$ cat config.mk
export PLATFORM = sky130hd
export DESIGN_NAME = reg_access_gate
export DESIGN_NICKNAME = d
export VERILOG_FILES = /design/src/rtl/rag_pkg.sv /design/src/rtl/rag_region_match.sv /design/src/rtl/rag_access_check.sv /design/src/rtl/rag_lane_conv.sv /design/src/rtl/reg_access_gate.sv
export SDC_FILE = /design/constraint.sdc
export NUM_CORES = 1
export LEC_CHECK = 0
export CORE_MARGIN = 2
export CORE_UTILIZATION = 44
export CTS_CLUSTER_DIAMETER = 80
export DETAILED_ROUTE_END_ITERATION = 8
export MAX_ROUTING_LAYER = met4
export PLACE_DENSITY_LB_ADDON = 0.05
export SETUP_SLACK_MARGIN = 0.4
export SLEW_MARGIN = 25
export SYNTH_ARGS = -nofsm -noshare
export SYNTH_HDL_FRONTEND = slang
export SYNTH_SLANG_ARGS = --single-unit
$ cat constraint.sdc
create_clock -name clk -period 4.5 [get_ports clk]
set_input_delay 1.35 -clock clk [delete_from_list [all_inputs] [get_ports clk]]
set_output_delay 1.35 -clock clk [all_outputs]
set_load 0.02 [all_outputs]
$ cat src/rtl/rag_pkg.sv
package rag_pkg;

  typedef enum logic [1:0] {
    RK_LIVE = 2'd0,
    RK_ZERO = 2'd1,
    RK_ONES = 2'd2
  } rgn_kind_e;

  localparam int BUS_BYTES = 8;
  localparam int BUS_W     = 64;

  localparam logic [2:0] WF_8  = 3'b001;
  localparam logic [2:0] WF_32 = 3'b010;
  localparam logic [2:0] WF_64 = 3'b100;

  // width flag for a byte length; zero means an illegal length
  function automatic logic [2:0] len_flag(input logic [3:0] len);
    case (len)
      4'd1:    return WF_8;
      4'd4:    return WF_32;
      4'd8:    return WF_64;
      default: return 3'b000;
    endcase
  endfunction

  // interrupt number covered by a region-relative byte offset
  function automatic logic [31:0] irq_of(input logic [31:0] rel, input logic [7:0] bpi);
    logic [34:0] bits;
    bits = {rel, 3'b000};
    case (bpi)
      8'd1:    return bits[31:0];
      8'd2:    return bits[32:1];
      8'd4:    return bits[33:2];
      8'd8:    return bits[34:3];
      8'd16:   return {1'b0, bits[34:4]};
      8'd32:   return {2'b0, bits[34:5]};
      8'd64:   return {3'b0, bits[34:6]};
      default: return 32'hFFFF_FFFF;
    endcase
  endfunction

  function automatic int clamp_len(input logic [3:0] len);
    return (len > 4'd8) ? BUS_BYTES : int'(len);
  endfunction

  // keep the low len bytes, zero the rest
  function automatic logic [BUS_W-1:0] lane_mask(input logic [BUS_W-1:0] d, input logic [3:0] len);
    logic [BUS_W-1:0] r;
    int n;
    r = '0;
    n = clamp_len(len);
    for (int i = 0; i < BUS_BYTES; i++)
      if (i < n) r[8*i +: 8] = d[8*i +: 8];
    return r;
  endfunction

  // reverse the low len bytes, zero the rest
  function automatic logic [BUS_W-1:0] lane_swap(input logic [BUS_W-1:0] d, input logic [3:0] len);
    logic [BUS_W-1:0] r;
    int n;
    r = '0;
    n = clamp_len(len);
    for (int i = 0; i < BUS_BYTES; i++)
      if (i < n) r[8*i +: 8] = d[8*(n-1-i) +: 8];
    return r;
  endfunction

endpackage

$ cat src/rtl/rag_region_match.sv
module rag_region_match #(
  parameter int NUM_REGIONS = 6,
  parameter int ADDR_W      = 12,
  parameter int RIDX_W      = 3,
  parameter logic [NUM_REGIONS-1:0][31:0] RGN_BASE = '0,
  parameter logic [NUM_REGIONS-1:0][31:0] RGN_LEN  = '0
) (
  input  logic [ADDR_W-1:0]      addr,
  output logic                   hit,
  output logic [NUM_REGIONS-1:0] sel,
  output logic [RIDX_W-1:0]      idx,
  output logic [ADDR_W-1:0]      rel_off
);

  localparam int EXT_W = 33;

  logic [EXT_W-1:0] addr_ext;
  assign addr_ext = EXT_W'(addr);

  // one comparator pair per table entry, all in parallel
  for (genvar g = 0; g < NUM_REGIONS; g++) begin : g_cmp
    logic [EXT_W-1:0] lo_ext;
    logic [EXT_W-1:0] hi_ext;
    assign lo_ext = {1'b0, RGN_BASE[g]};
    assign hi_ext = {1'b0, RGN_BASE[g]} + {1'b0, RGN_LEN[g]};
    assign sel[g] = (addr_ext >= lo_ext) && (addr_ext < hi_ext);
  end

  assign hit = |sel;

  always_comb begin
    idx     = '0;
    rel_off = '0;
    for (int i = NUM_REGIONS - 1; i >= 0; i--) begin
      if (sel[i]) begin
        idx     = RIDX_W'(i);
        rel_off = addr - RGN_BASE[i][ADDR_W-1:0];
      end
    end
  end

endmodule

$ cat src/rtl/rag_access_check.sv
module rag_access_check #(
  parameter int ADDR_W    = 12,
  parameter int SHARED_W  = 10,
  parameter int PRIV_IRQS = 32
) (
  input  logic [3:0]          len,
  input  logic [2:0]          addr_lo,
  input  logic [2:0]          widths,
  input  logic [7:0]          bpi,
  input  logic [ADDR_W-1:0]   rel_off,
  input  logic [SHARED_W-1:0] shared_irqs,
  output logic                len_ok,
  output logic                width_ok,
  output logic                align_ok,
  output logic                bound_ok
);
  import rag_pkg::*;

  logic [2:0]  flag;
  logic [31:0] irq_num;
  logic [31:0] irq_limit;

  assign flag     = len_flag(len);
  assign len_ok   = (flag != 3'b000);
  assign width_ok = ((flag & widths) != 3'b000);

  always_comb begin
    case (len)
      4'd1:    align_ok = 1'b1;
      4'd4:    align_ok = (addr_lo[1:0] == 2'b00);
      4'd8:    align_ok = (addr_lo == 3'b000);
      default: align_ok = 1'b0;
    endcase
  end

  assign irq_num   = irq_of(32'(rel_off), bpi);
  assign irq_limit = 32'(PRIV_IRQS) + 32'(shared_irqs);
  assign bound_ok  = (bpi == 8'd0) || (irq_num < irq_limit);

endmodule

$ cat src/rtl/rag_lane_conv.sv
module rag_lane_conv #(
  parameter bit SWAP = 1'b1
) (
  input  logic [63:0] din,
  input  logic [3:0]  len,
  output logic [63:0] dout
);
  import rag_pkg::*;

  if (SWAP) begin : g_swap
    assign dout = lane_swap(din, len);
  end else begin : g_pass
    assign dout = lane_mask(din, len);
  end

endmodule

$ cat src/rtl/reg_access_gate.sv
module reg_access_gate #(
  parameter int ADDR_W      = 12,
  parameter int SHARED_W    = 10,
  parameter int PRIV_IRQS   = 32,
  parameter bit SWAP_LANES  = 1'b1,
  parameter int NUM_REGIONS = 6,
  parameter logic [NUM_REGIONS-1:0][31:0] RGN_BASE =
    {32'h0F00, 32'h0C00, 32'h0400, 32'h0080, 32'h0008, 32'h0000},
  parameter logic [NUM_REGIONS-1:0][31:0] RGN_LEN =
    {32'h0010, 32'h0100, 32'h0400, 32'h0080, 32'h0008, 32'h0004},
  parameter logic [NUM_REGIONS-1:0][2:0] RGN_WIDTHS =
    {3'b110, 3'b010, 3'b011, 3'b010, 3'b110, 3'b010},
  parameter logic [NUM_REGIONS-1:0][7:0] RGN_BPI =
    {8'd0, 8'd2, 8'd8, 8'd1, 8'd0, 8'd0},
  parameter logic [NUM_REGIONS-1:0][1:0] RGN_KIND =
    {2'd1, 2'd0, 2'd0, 2'd0, 2'd2, 2'd0},
  localparam int RIDX_W = (NUM_REGIONS > 1) ? $clog2(NUM_REGIONS) : 1
) (
  input  logic                clk,
  input  logic                rst_n,
  input  logic                req_valid,
  input  logic                req_write,
  input  logic [ADDR_W-1:0]   req_addr,
  input  logic [3:0]          req_len,
  input  logic [63:0]         req_wdata,
  input  logic [SHARED_W-1:0] shared_irqs,
  output logic                fwd_valid,
  output logic                fwd_write,
  output logic [RIDX_W-1:0]   fwd_region,
  output logic [ADDR_W-1:0]   fwd_offset,
  output logic [3:0]          fwd_len,
  output logic [63:0]         fwd_wdata,
  input  logic [63:0]         bank_rdata,
  output logic                rsp_valid,
  output logic [63:0]         rsp_rdata
);
  import rag_pkg::*;

  // named events of the decode path
  logic                   rgn_hit;
  logic [NUM_REGIONS-1:0] rgn_sel;
  logic [RIDX_W-1:0]      rgn_idx;
  logic [ADDR_W-1:0]      rgn_rel;
  logic [2:0]             sel_widths;
  logic [7:0]             sel_bpi;
  rgn_kind_e              sel_kind;
  logic                   len_ok;
  logic                   width_ok;
  logic                   align_ok;
  logic                   bound_ok;
  logic                   acc_ok;
  logic                   take_fwd;
  logic                   take_ones;
  logic [63:0]            wdata_host;
  logic [63:0]            rdata_bus;

  rag_region_match #(
    .NUM_REGIONS(NUM_REGIONS),
    .ADDR_W     (ADDR_W),
    .RIDX_W     (RIDX_W),
    .RGN_BASE   (RGN_BASE),
    .RGN_LEN    (RGN_LEN)
  ) u_match (
    .addr   (req_addr),
    .hit    (rgn_hit),
    .sel    (rgn_sel),
    .idx    (rgn_idx),
    .rel_off(rgn_rel)
  );

  always_comb begin
    sel_widths = 3'b000;
    sel_bpi    = 8'd0;
    sel_kind   = RK_ZERO;
    for (int i = 0; i < NUM_REGIONS; i++) begin
      if (rgn_sel[i]) begin
        sel_widths = RGN_WIDTHS[i];
        sel_bpi    = RGN_BPI[i];
        sel_kind   = rgn_kind_e'(RGN_KIND[i]);
      end
    end
  end

  rag_access_check #(
    .ADDR_W   (ADDR_W),
    .SHARED_W (SHARED_W),
    .PRIV_IRQS(PRIV_IRQS)
  ) u_check (
    .len        (req_len),
    .addr_lo    (req_addr[2:0]),
    .widths     (sel_widths),
    .bpi        (sel_bpi),
    .rel_off    (rgn_rel),
    .shared_irqs(shared_irqs),
    .len_ok     (len_ok),
    .width_ok   (width_ok),
    .align_ok   (align_ok),
    .bound_ok   (bound_ok)
  );

  assign acc_ok    = rgn_hit && len_ok && width_ok && align_ok && bound_ok;
  assign take_fwd  = acc_ok && (sel_kind == RK_LIVE);
  assign take_ones = acc_ok && (sel_kind == RK_ONES) && !req_write;

  rag_lane_conv #(.SWAP(SWAP_LANES)) u_wconv (
    .din (req_wdata),
    .len (req_len),
    .dout(wdata_host)
  );

  // response-stage state
  logic              q_rsp;
  logic              q_fwd;
  logic              q_ones;
  logic              q_write;
  logic [RIDX_W-1:0] q_region;
  logic [ADDR_W-1:0] q_off;
  logic [3:0]        q_len;
  logic [63:0]       q_wdata;

  always_ff @(posedge clk or negedge rst_n) begin
    if (!rst_n) begin
      q_rsp    <= 1'b0;
      q_fwd    <= 1'b0;
      q_ones   <= 1'b0;
      q_write  <= 1'b0;
      q_region <= '0;
      q_off    <= '0;
      q_len    <= '0;
      q_wdata  <= '0;
    end else begin
      q_rsp   <= req_valid;
      q_fwd   <= req_valid && take_fwd;
      q_ones  <= req_valid && take_ones;
      q_write <= req_write;
      if (req_valid) begin
        q_region <= rgn_idx;
        q_off    <= rgn_rel;
        q_len    <= req_len;
        q_wdata  <= (take_fwd && req_write) ? wdata_host : 64'd0;
      end
    end
  end

  rag_lane_conv #(.SWAP(SWAP_LANES)) u_rconv (
    .din (bank_rdata),
    .len (q_len),
    .dout(rdata_bus)
  );

  assign fwd_valid  = q_fwd;
  assign fwd_write  = q_write;
  assign fwd_region = q_region;
  assign fwd_offset = q_off;
  assign fwd_len    = q_len;
  assign fwd_wdata  = q_wdata;
  assign rsp_valid  = q_rsp;

  always_comb begin
    if (q_rsp && !q_write && q_fwd)
      rsp_rdata = rdata_bus;
    else if (q_rsp && !q_write && q_ones)
      rsp_rdata = lane_mask({64{1'b1}}, q_len);
    else
      rsp_rdata = 64'd0;
  end

endmodule

Yosys cells after proc, flatten, opt, wreduce, memory -nomap -nowiden
Cells that the tools add are included.
Word-level totals
  register bits after elaboration: 87
  output and inout port bits: 150
Cells by class
  $add $sub $neg: 22
  order comparisons: 31
  equal/unequal tests: 11
  shift-type cells: 16
  muxes and demuxes: 60
  bitwise operators: 1
  reduce and logical (&&, ||, !) cells: 29
Operator list (count)
  64-bit by 32-bit indexed part select with 8-bit output: 16
  4-bit by 32-bit less-than comparator with 1-bit output, first input constant: 8
  29-bit by 4-bit subtractor with 29-bit output, second input constant: 8
  32-bit case mux with 7 select lines: 1
  8-bit two-way mux: 27
  64-bit two-way mux: 3
  3-bit by 32-bit less-than comparator with 1-bit output, first input constant: 4
  29-bit by 3-bit subtractor with 29-bit output, second input constant: 4
  29-bit by 2-bit subtractor with 29-bit output, second input constant: 3
  12-bit two-way mux: 6
  1-bit by 32-bit less-than comparator with 1-bit output, first input constant: 2
  2-bit by 32-bit less-than comparator with 1-bit output, first input constant: 2
  12-bit less-than comparator, second input constant: 3
  3-bit two-way mux: 11
  32-bit less-than comparator: 1
  12-bit >= comparator, second input constant: 2
  12-bit subtractor, second input constant: 2
  1-bit logical AND: 19
  12-bit by 1-bit >= comparator with 1-bit output, second input constant: 1
  12-bit by 11-bit >= comparator with 1-bit output, second input constant: 1
  12-bit by 4-bit >= comparator with 1-bit output, second input constant: 1
  12-bit by 8-bit >= comparator with 1-bit output, second input constant: 1
  12-bit by 3-bit less-than comparator with 1-bit output, second input constant: 1
  12-bit by 5-bit less-than comparator with 1-bit output, second input constant: 1
  other kinds (31): 42

Logic depth before layout (Yosys ltp)
Gate-level depths: netlist of the first run.
  depth in word-level cells: 16
  depth in mapped cells: 23
  gate-level depth less buffers: 19

Hierarchy
From an unflattened synthesis of the first run, not the netlist that was laid out.
Second synthesis, totals
  cell total of the unflattened synthesis: 1204
  area, all modules: 11070.6 um^2
By module, submodules not included
  rag_lane_conv: instances 2, cells an instance 315, area each 2706.3 um^2
  reg_access_gate: instances 1, cells an instance 311, area each 3809.9 um^2
  rag_access_check: instances 1, cells an instance 149, area each 1072.3 um^2
  rag_region_match: instances 1, cells an instance 114, area each 775.7 um^2

Worst setup path after synthesis of the first run
No wires, ideal clock.
  path type: input -> register
  from: input port req_len[3]
  to: register q_wdata[23] (netlist: fwd_wdata[23])
  library setup time: 0.101 ns
  arrival time: 5.218 ns
  setup slack: -0.819 ns
  cell stages on the path: 13
  path buffers: 6
  path through: clkbuf_1 > nand2b_1 > buf_2 > buf_1 > ha_1 > clkbuf_1 > inv_2 > buf_1 > ha_1 > buf_1 > mux2i_1 > or4_1 > o32ai_1
On the way
  longest elaborated chain between the ends: 10
  elaborated cells on any way between the ends: 22
Ends and longest elaborated chain
  start: declaration: line reg_access_gate.sv:24  | input logic [3:0] req_len,
  branches (longest 9 deep; another with 29-bit by 2-bit subtractor with 29-bit output)
  64-bit two-way mux *: line reg_access_gate.sv:140  | q_wdata <= (take_fwd && req_write) ? wdata_host : 64'd0;
  end signal: assignment: line reg_access_gate.sv:140
  end: declaration: line reg_access_gate.sv:119  | logic [63:0] q_wdata;
Every way passes the cells marked *.
A chain may end at the register's enable or synchronous reset.

Worst setup path after layout of the first run
  from: input port req_addr[8]
  to: register q_wdata[28] (netlist: fwd_wdata[28])
On the way
  longest elaborated chain between the ends: 16
  elaborated cells on any way between the ends: 67
Ends and longest elaborated chain
  start: declaration: line reg_access_gate.sv:23  | input logic [ADDR_W-1:0] req_addr,
  branches (longest 13 deep; another with 32-bit less-than comparator)
  1-bit logical AND *: line reg_access_gate.sv:102  | assign take_fwd = acc_ok && (sel_kind == RK_LIVE);
  1-bit logical AND *: line reg_access_gate.sv:140
  64-bit two-way mux *: line reg_access_gate.sv:140
Marked as above.

==> flow_summary_export.csv, run 1 <==
group,metric,value,unit
clocking,cts_sinks,87,
synthesis,syn_nets,1245,
critical_path,rrSetupSlack,3.41,ns
routing,viasPerCell,6.19,
synthesis,synth-edff-count,0,
synthesis,synth_ff_type,"dfrtp_1",
grt,grt_pass1_vias,11000,
critical_path,end_kind,"register",
synthesis,synth-async-reset-ratio,1.00,
power,vdd_drop_max,0.000198,V
power,p_sw_frac,0.395,
placement,hpwl,29200,um
grt,grt_use_total,0.350,
floorplanning,die_w,152,um
critical_path,cp.buffers_inverters,6,
floorplanning,coreArea,0.0217,sq mm
layout,layout.area.seq,0.00218,sq mm
power,switchingPower,0.00159,W
job,max-cap-violations,1,
run_status,violations,"capacitance limit, slew limit, setup timing",
synthesis,synth.distinct_cells,70,
critical_path,crit_arrival,5.50,ns
synthesis,syn_inst,1041,
critical_path,crit_type,"input pin to register",
timing,slew_headroom,-0.0454,
clocking,h-tree-depth,3,
layout,syn2layout_area_growth,77.0,%
timing,finalCriticalPeriod,5.25,ns
power,seqPwrFrac,0.202,
clocking,clk_pin_slew,0.07,ns
critical_path,critPathMaxFanout,6,
placement,gp_congestion,0.932,
min_path,hp-class,"register to register",
timing,rsz0062_at_grt,"yes",
timing,finalHoldViolCount,0,
timing,fmax,190,MHz
timing,setup_tns,-32.41,ns
layout,drive_above_1_share,0.375,
timing,worst_slack,-0.755,ns
routing,routed_wirelength,44600,um
critical_path,cp_slowest_stage_delay,0.55,ns
power,leakage,7.36,nW
power,power_density,236,mW/mm^2
layout,fillers,1351,
synthesis,syn-cell-area,0.00966,sq mm
floorplanning,die-area,0.0232,sq mm
timing,setup_viol,49,
grt,overflow,0,
power,clkPwrFrac,0.194,
clocking,clockBufferDepth,2,
power,p_int,0.00244,W
clocking,cts_tree,"built",
grt,grt_antenna_before_repair,8,
critical_path,crit_path_frequent_cell,"buf_12",
routing,remaining_drc_errors,0,
timing,tightest_slew,1.55,ns
critical_path,crit_family,"compound AO/OA/AOI/OAI gates",
layout,final_nets,1724,
floorplanning,start_util,0.445,
timing,hold_slack,0.497,ns
clocking,clk_latency,0.35,ns
critical_path,start_kind,"input pin",
synthesis,synth_area_per_cell,9.28,sq um
placement,numPortBuffers,307,
critical_path,cp_data_required_time,4.75,ns
routing,drt_first_pass_iters,7,
clocking,cts_inserted_buffers,9,
layout,multiInputGateArea,0.00858,sq mm
clocking,cts_root_buf,"clkbuf_16",
grt,grt_max_degree,72,
floorplanning,fp-row-count,54,
floorplanning,die_h,152,um
routing,ant_nets,0,
timing,final_max_slew_viol_count,9,
run_status,run_status,"finished with violations",
critical_path,cp_slowest_cell,"or4bb_4",
grt,grt_pass1_wl,63200,um
synthesis,yosysWarnings,0,
synthesis,synth_seq_area_share,0.225,
synthesis,ys_ff_latch,87,
power,power,0.00403,W
routing,wire_per_inst,24.6,um
floorplanning,ios,308,
timing,clock_skew,0,ns
timing,period_share,1.17,
routing,vias,11200,
routing,drt-initial-drc-count,1052,
power,combPwrFrac,0.604,
critical_path,path_cells,"buf_8 > clkinvlp_4 > ha_4 > or4bb_4 > or3_4 > a21oi_2 > nor2_2 > a21oi_2 > and3_1 > a211oi_2 > a211o_1 > ha_2 > a2111oi_4 > o21ai_1 > o21ai_2 > nand3_1 > a31oi_1 > a21oi_4 > buf_12 > buf_12 > buf_12 > buf_8 > o41ai_4",
==> power by group through the flow <==
stage               sequential, W  clock, W  combinational (W)
floorplan                0.000847         0           0.000984
global placement         0.000826         0            0.00157
detailed placement       0.000827         0            0.00159
CTS                      0.000813  0.000793            0.00207
global route             0.000816  0.000822            0.00254
finish                   0.000814  0.000782            0.00244
==> cells in the mapped netlist, drive strengths merged, types with 3 or more instances <==
library cell,count,area (sq um)
or4,46,353
nor2b,26,163
xor2,6,52.6
mux2,3,33.8
a211oi,10,75.1
dfrtp,87,2180
and2,4,25.0
o2bb2ai,34,317
and4,3,27.5
inv,42,158
a31oi,9,56.3
mux2i,206,2060
a22o,8,70.1
nor3,9,45.0
nand2,56,213
o41ai,10,87.6
buf,30,151
clkbuf,55,206
ha,46,576
nand2b,14,87.6
nand3,19,100
o211ai,7,52.6
and3,4,25.0
a22oi,14,105
o32ai,8,70.1
nor4,6,58.8
mux4,43,968
nor3b,3,22.5
o21ai,88,440
a21oi,54,270
nand4,6,37.5
xnor2,11,96.3
nor2,38,143
or3,6,42.5
==> registers in the layout (all words and copies together) (netlist names) <==
name,count
rsp_valid,1
fwd_wdata,64
q_ones,1
fwd_len,4
fwd_region,3
fwd_valid,1
fwd_offset,12
fwd_write,1
==> routing by layer <==
layer  up-vias  routed length [um]  global-route usage
met5         -                   0                   -
met4         0                2190               0.134
met3       150                3560              0.0677
met2       672               20900               0.540
met1      5438               17900               0.459
li1       4970                   -                   -
==> stage by stage <==
step	util	worst slack [ns]	std cells	instance area, sq um
floorplan	-	-0.469	1041	10200
global placement	0.666	-1.22	1695	14400
detailed placement	0.666	-1.31	1695	14400
CTS	0.740	-0.745	1772	16000
global route	0.789	-0.957	1813	17100
finish	0.789	-0.755	1813	17100
==> cells by family (layout without fill, tap and decap cells) <==
family | count (synthesis) | in the layout | share of synthesized area
other | 0 | 8 | 0
multiplexers | 252 | 252 | 0.317
flip-flops | 87 | 87 | 0.225
buffers and inverters | 128 | 612 | 0.0538
XOR/XNOR | 17 | 17 | 0.0154
adder cells (fa/ha/maj) | 46 | 46 | 0.0596
AND/OR/NAND/NOR | 247 | 247 | 0.147
AO/OA/AOI/OAI | 264 | 264 | 0.181
==> worst paths after layout <==
check / start / endpoint / cells past startpoint
min reg2reg: fwd_wdata[11] / fwd_wdata[11] / 1
min in group asynchronous: rst_n / fwd_wdata[56] / 1
max in group asynchronous: rst_n / fwd_wdata[53] / 2
max: req_addr[8] / fwd_wdata[28] / 23
min: fwd_wdata[11] / fwd_wdata[11] / 1
max reg2reg: fwd_len[3] / fwd_len[3] / 3
==> layout make-up <==
class | instances | share of cell area
Tap cell | 280 | 0.0205
Clock buffer | 10 | 0.0140
Inverter | 43 | 0.0116
Multi-Input combinational cell | 826 | 0.502
Sequential cell | 87 | 0.127
Antenna cell | 8 | 0.00117
Clock inverter | 6 | 0.00373
Timing Repair Buffer | 553 | 0.320
==> cells in the final DEF, fill, tap and decap left out, drive strengths merged, types with 14 or more instances in the layout <==
cell type / n
clkdlybuf4s50: 193
clkbuf: 16
inv: 43
a22oi: 14
or4: 46
dfrtp: 87
ha: 46
nor2b: 26
a21oi: 54
o21ai: 88
mux2i: 206
dlygate4sd2: 39
nand2: 56
mux4: 43
nand2b: 14
nand3: 19
o2bb2ai: 34
nor2: 38
buf: 304
==> repair_timing <==
action | 4_1_cts | 5_1_grt
resized for setup | 497 | 205
pin swaps | 57 | 57
endpoints found under the hold margin | 0 | 0
gates cloned | 6 | 2
hold buffers | 0 | 0
setup buffers | 55 | 31
endpoints found under the setup margin | 109 | 102
Power figures use the tool's default switching activity.
==> run 2, diff against run 1 <==
clock period = 4.8 ns   (was 4.5 ns; I/O delays follow)
==> run 2 against run 1 <==
Effect of this change:
- the run ends with setup timing left
- clock skew unchanged
- sequential share of layout area is 0.81 points higher
- utilization down 4.7 points
- total power down 15%
- clock-buffer cell count is 1 lower
- final cell count shrank 2.7%
- via count is 4.8% lower
- clock power is 1% higher
- register-to-register slack improved by 0.33 ns
- design area down 6.0%
- wire length down 9.0%
- flip-flop and latch count is the same
- largest cell class unchanged
==> flow_summary_export.csv, run 2 (synthesis results as in run 1) <==
group,metric,value,unit
grt,grt_pass1_wl,60400,um
grt,grt_pass1_vias,10500,
grt,grt_use_total,0.336,
timing,slew_headroom,0.393,
run_status,run_status,"finished with violations",
critical_path,crit_type,"input pin to register",
timing,tightest_slew,0.900,ns
routing,drt_first_pass_iters,5,
critical_path,crit_arrival,5.45,ns
floorplanning,die-area,0.0232,sq mm
floorplanning,start_util,0.445,
clocking,cts_sinks,87,
layout,fin_area,0.0161,sq mm
floorplanning,die_w,152,um
min_path,hp-class,"register to register",
critical_path,path_cells,"clkdlybuf4s15_2 > or4_4 > buf_6 > or3_4 > o31a_1 > o211ai_1 > o21a_1 > a211oi_2 > a211o_1 > ha_2 > a2111oi_4 > o21ai_1 > o21ai_2 > nand3_2 > nor4_4 > a21oi_4 > buf_12 > buf_8 > clkbuf_16 > o41ai_4",
grt,grt_antenna_before_repair,8,
power,power_density,214,mW/mm^2
critical_path,cp_slowest_cell,"or4_4",
floorplanning,die_h,152,um
timing,finalCriticalPeriod,5.20,ns
routing,remaining_drc_errors,0,
routing,wire_per_inst,23.0,um
layout,largest_reg_flops,64,
timing,period_share,1.08,
routing,viasPerCell,6.06,
clocking,cts_tree,"built",
placement,gp_congestion,0.973,
grt,grt_max_degree,76,
grt,overflow,0,
critical_path,cp_data_required_time,5.05,ns
critical_path,critPathMaxFanout,5,
clocking,h-tree-depth,3,
clocking,ctsHoldBuffers,0,
placement,dp_slack,-1.10,ns
layout,syn2layout_area_growth,66.4,%
floorplanning,coreArea,0.0217,sq mm
timing,finalHoldViolCount,0,
layout,fin_util,0.741,
job,max-cap-violations,0,
timing,rsz0062_at_grt,"yes",
routing,drt-initial-drc-count,885,
timing,clock_skew,0,ns
critical_path,reg2reg_depth,3,
routing,vias,10700,
run_status,violations,"setup timing",
layout,drive_above_1_share,0.344,
clocking,clk_latency,0.34,ns
routing,routed_wirelength,40600,um
timing,setup_tns,-16.21,ns
clocking,clockBufferDepth,2,
timing,setup_viol,49,
layout,final_common_cell,"clkdlybuf4s50_1",
floorplanning,ios,308,
layout,mostFrequentLayoutCells,"clkdlybuf4s50_1 (210), mux2i_1 (184), buf_4 (170), dfrtp_1 (85), nand2_1 (52)",
clocking,cts_root_buf,"clkbuf_16",
critical_path,start_kind,"input pin",
floorplanning,fp-row-count,54,
layout,final_cells,1764,
placement,placed_cell_area,0.0142,sq mm
placement,numPortBuffers,307,
timing,worst_slack,-0.399,ns
timing,final_max_slew_viol_count,0,
placement,hpwl,28900,um
critical_path,end_kind,"register",
power,leakage,7.04,nW
placement,dp.cells,1672,
power,vdd_drop_max,0.000214,V
critical_path,rrSetupSlack,3.74,ns
clocking,cts_inserted_buffers,9,
min_path,whs_path_depth,1,
layout,final_nets,1676,
routing,ant_nets,0,
critical_path,cp_slowest_stage_delay,0.52,ns
clocking,clk_pin_slew,0.08,ns
timing,fmax,192,MHz
==> run 2: final cells by class <==
class | count | area (sq um)
multi-input combinational | 826 | 8250
fill | 1583 | 5610
timing repair buffer | 505 | 4760
sequential | 87 | 2180
tap | 280 | 350
clock buffer | 9 | 225
inverter | 43 | 186
clock inverter | 6 | 97.6
antenna | 8 | 20.0
==> run 2: worst max-delay path, delay by kind of cell <==
kind                     cells  cell delay (ns)
adder cells (fa/ha/maj)      1             0.21
AO/OA/AOI/OAI               10             1.65
buffers and inverters        5             0.80
AND/OR/NAND/NOR              4             1.33
==> run 2: report_power, final <==
part | switching [W] | total, W | internal, W | leakage [nW]
Combinational | 0.000968 | 0.00188 | 0.000916 | 5.70
Sequential | 0.0000128 | 0.000762 | 0.000749 | 1.18
Clock | 0.000328 | 0.000791 | 0.000463 | 0.159
==> run 2: final timing paths <==
kind | end | from
setup / recovery | fwd_wdata[28] | req_addr[5]
max in group asynchronous | fwd_wdata[7] | rst_n
setup reg to reg | fwd_len[3] | fwd_len[3]
hold / removal | fwd_wdata[32] | fwd_wdata[32]
min in group asynchronous | fwd_wdata[60] | rst_n
hold reg to reg | fwd_wdata[32] | fwd_wdata[32]
==> run 2: layer usage <==
layer | GRT usage | up-vias | routed length [um]
met2 | 0.508 | 498 | 18800
li1 | - | 4879 | -
met4 | 0.119 | 0 | 1370
met5 | - | - | 0
met1 | 0.448 | 5212 | 17600
met3 | 0.0725 | 101 | 2860
==> run 2: per-stage QoR <==
stage	hold slack, ns	power, W
2_1_floorplan	0.592	0.00170
3_3_place_gp	0.465	0.00220
3_5_place_dp	0.466	0.00222
4_1_cts	0.489	0.00323
5_1_grt	0.511	0.00358
6_report	0.492	0.00344
==> run 2: what timing repair did <==
action / CTS / global route
buffers inserted: 44 / 17
setup endpoints to repair: 106 / 102
endpoints found under the hold margin: 0 / 0
gates cloned: 5 / 3
pin swaps: 56 / 42
gates resized for setup: 340 / 205
==> run 3, diff against run 2 <==
SKIP_CTS_REPAIR_TIMING = 1   (was unset)
==> run 3 against run 2 <==
Effect of this change:
- the flow still finishes with violations (setup timing)
- worst hold slack about the same
- sequential share of layout area grew 0.33 points
- clock skew stayed put
- final cell count down 1.9%
- via count is 2.3% lower
- sequential power hardly changed
- total power down 4.3%
- global-route usage down 1.9 points
- flip-flop and latch count unchanged
- combinational power is 8% lower
- critical path depth grew 1
- utilization is 1.8 points lower
- critical endpoint unchanged
- highest routed layer unchanged
==> flow_summary_export.csv, run 3 (synthesis results as in run 1) <==
group,metric,value,unit
power,vdd_drop_max,0.000214,V
clocking,cts_sinks,87,
timing,tightest_slew,0.880,ns
min_path,whs_path_depth,1,
floorplanning,ios,308,
timing,rsz0062_at_grt,"yes",
power,leakage,7.28,nW
layout,mostFrequentLayoutCells,"clkdlybuf4s50_1 (219), mux2i_1 (193), buf_4 (145), dfrtp_1 (85), nand2_1 (52)",
critical_path,start_kind,"input pin",
power,switchingPower,0.00125,W
grt,overflow,0,
layout,multiInputGateArea,0.00808,sq mm
min_path,hp-class,"register to register",
layout,syn2layout_area_growth,62.5,%
timing,period_share,1.07,
clocking,clk_latency,0.34,ns
power,clkPwrFrac,0.243,
power,power,0.00329,W
grt,grt_pass1_vias,9877,
layout,largest_reg_flops,64,
placement,gp_congestion,0.973,
clocking,clk_pin_slew,0.07,ns
placement,numPortBuffers,307,
critical_path,reg2reg_depth,3,
clocking,cts_inserted_buffers,9,
power,p_sw_frac,0.381,
critical_path,r2r-end,"fwd_len[3]",
grt,grt_use_total,0.317,
clocking,cts_tree,"built",
routing,remaining_drc_errors,0,
routing,viasPerCell,6.04,
timing,worst_slack,-0.319,ns
power,seqPwrFrac,0.232,
timing,setup_viol,49,
layout,final_cells,1731,
floorplanning,start_util,0.445,
power,combPwrFrac,0.525,
timing,fmax,195,MHz
placement,hpwl,28900,um
grt,grt_pass1_wl,57100,um
clocking,clockBufferDepth,2,
floorplanning,coreArea,0.0217,sq mm
run_status,run_status,"finished with violations",
floorplanning,fp-row-count,54,
timing,setup_tns,-11.22,ns
run_status,violations,"setup timing",
grt,grt_max_degree,76,
critical_path,cp_data_required_time,5.05,ns
timing,finalHoldViolCount,0,
routing,ant_nets,0,
layout,fillers,1631,
floorplanning,die_h,152,um
power,power_density,209,mW/mm^2
routing,vias,10400,
placement,dp.cells,1672,
critical_path,rrSetupSlack,3.74,ns
critical_path,crit_type,"input pin to register",
grt,grt_antenna_before_repair,6,
clocking,h-tree-depth,3,
timing,clock_skew,0,ns
routing,routed_wirelength,39000,um
clocking,cts_root_buf,"clkbuf_16",
layout,final_common_cell,"clkdlybuf4s50_1",
layout,layout.area.seq,0.00218,sq mm
critical_path,critPathMaxFanout,5,
critical_path,timing.rr.start,"fwd_len[3]",
min_path,worstHoldEndpoint,"fwd_wdata[50]",
routing,drt-initial-drc-count,781,
floorplanning,die-area,0.0232,sq mm
timing,finalCriticalPeriod,5.12,ns
critical_path,crit_arrival,5.37,ns
routing,wire_per_inst,22.5,um
routing,drt_first_pass_iters,5,
job,max-cap-violations,0,
timing,slew_headroom,0.407,
min_path,hp-start,"fwd_wdata[50]",
layout,drive_above_1_share,0.300,
layout,final_nets,1645,
power,p_int,0.00204,W
critical_path,end_kind,"register",
floorplanning,die_w,152,um
timing,final_max_slew_viol_count,0,
==> run 3: cell count changes in the layout (fill, tap and decap cells not counted), moves of 5 or more <==
cell	change
buf_4	-25
clkdlybuf4s50_1	+9
dlymetal6s2s_1	+40
o2bb2ai_4	-6
buf_6	-5
dlygate4sd2_1	-11
clkdlybuf4s15_2	-6
o2bb2ai_2	+5
mux2i_1	+9
buf_16	-5
clkdlybuf4s15_1	-6
buf_2	-13
mux2i_2	-8
==> run 3: worst max path at each step <==
stage                            start       endpoint  cells past startpoint
after CTS                 req_addr[11]  fwd_wdata[16]                     18
after floorplan            req_addr[7]  fwd_wdata[34]                     19
after detailed placement  req_addr[11]  fwd_wdata[16]                     18
after global placement    req_addr[11]  fwd_wdata[18]                     18
final                     req_addr[11]  fwd_wdata[28]                     21
after global routing      req_addr[11]  fwd_wdata[28]                     21
==> run 3: power by group through the flow <==
stage	combinational, W	sequential (W)	clock [W]
2_1_floorplan	0.000902	0.000794	0
3_3_place_gp	0.00143	0.000775	0
4_1_cts	0.00145	0.000761	0.000805
3_5_place_dp	0.00144	0.000775	0
6_report	0.00173	0.000762	0.000799
5_1_grt	0.00183	0.000764	0.000837
==> run 3: stage by stage <==
stage	area, sq um	utilization	hold slack [ns]	worst slack [ns]
detailed placement	14200	0.653	0.466	-1.10
global route	15700	0.724	0.505	-0.482
global placement	14200	0.653	0.465	-1.04
finish	15700	0.724	0.492	-0.319
CTS	14500	0.668	0.489	-0.767
floorplan	10100	-	0.592	-0.259
==> run 3: metal layers <==
layer / global-route usage / share of wire / up-vias
li1: - / - / 4822
met1: 0.438 / 0.43 / 5056
met2: 0.473 / 0.46 / 495
met3: 0.0614 / 0.076 / 74
met4: 0.0966 / 0.028 / 0
met5: - / 0 / -
==> run 3: cell type report <==
type | instances | share of cell area
antenna | 6 | 0.000957
clock buffer | 9 | 0.0144
clock inverter | 6 | 0.00622
inverter | 43 | 0.0120
multi-input combinational | 826 | 0.515
sequential | 87 | 0.139
tap | 280 | 0.0223
timing repair buffer | 474 | 0.290
==> run 3: worst max-delay path, cell delays in order <==
cell and delay (ns):
buf_8 0.10, clkinvlp_4 0.08, ha_4 0.14, or4bb_4 0.54, or3_4 0.35, a21oi_2 0.14
nor2_2 0.06, a21oi_2 0.13, and3_4 0.20, a211oi_2 0.04, a211o_1 0.25, ha_2 0.20
a2111oi_2 0.36, o21ai_1 0.14, o21ai_2 0.17, nand3_2 0.11, nor4_4 0.33, a21oi_4 0.07
buf_6 0.16, clkbuf_16 0.16, o41ai_2 0.20
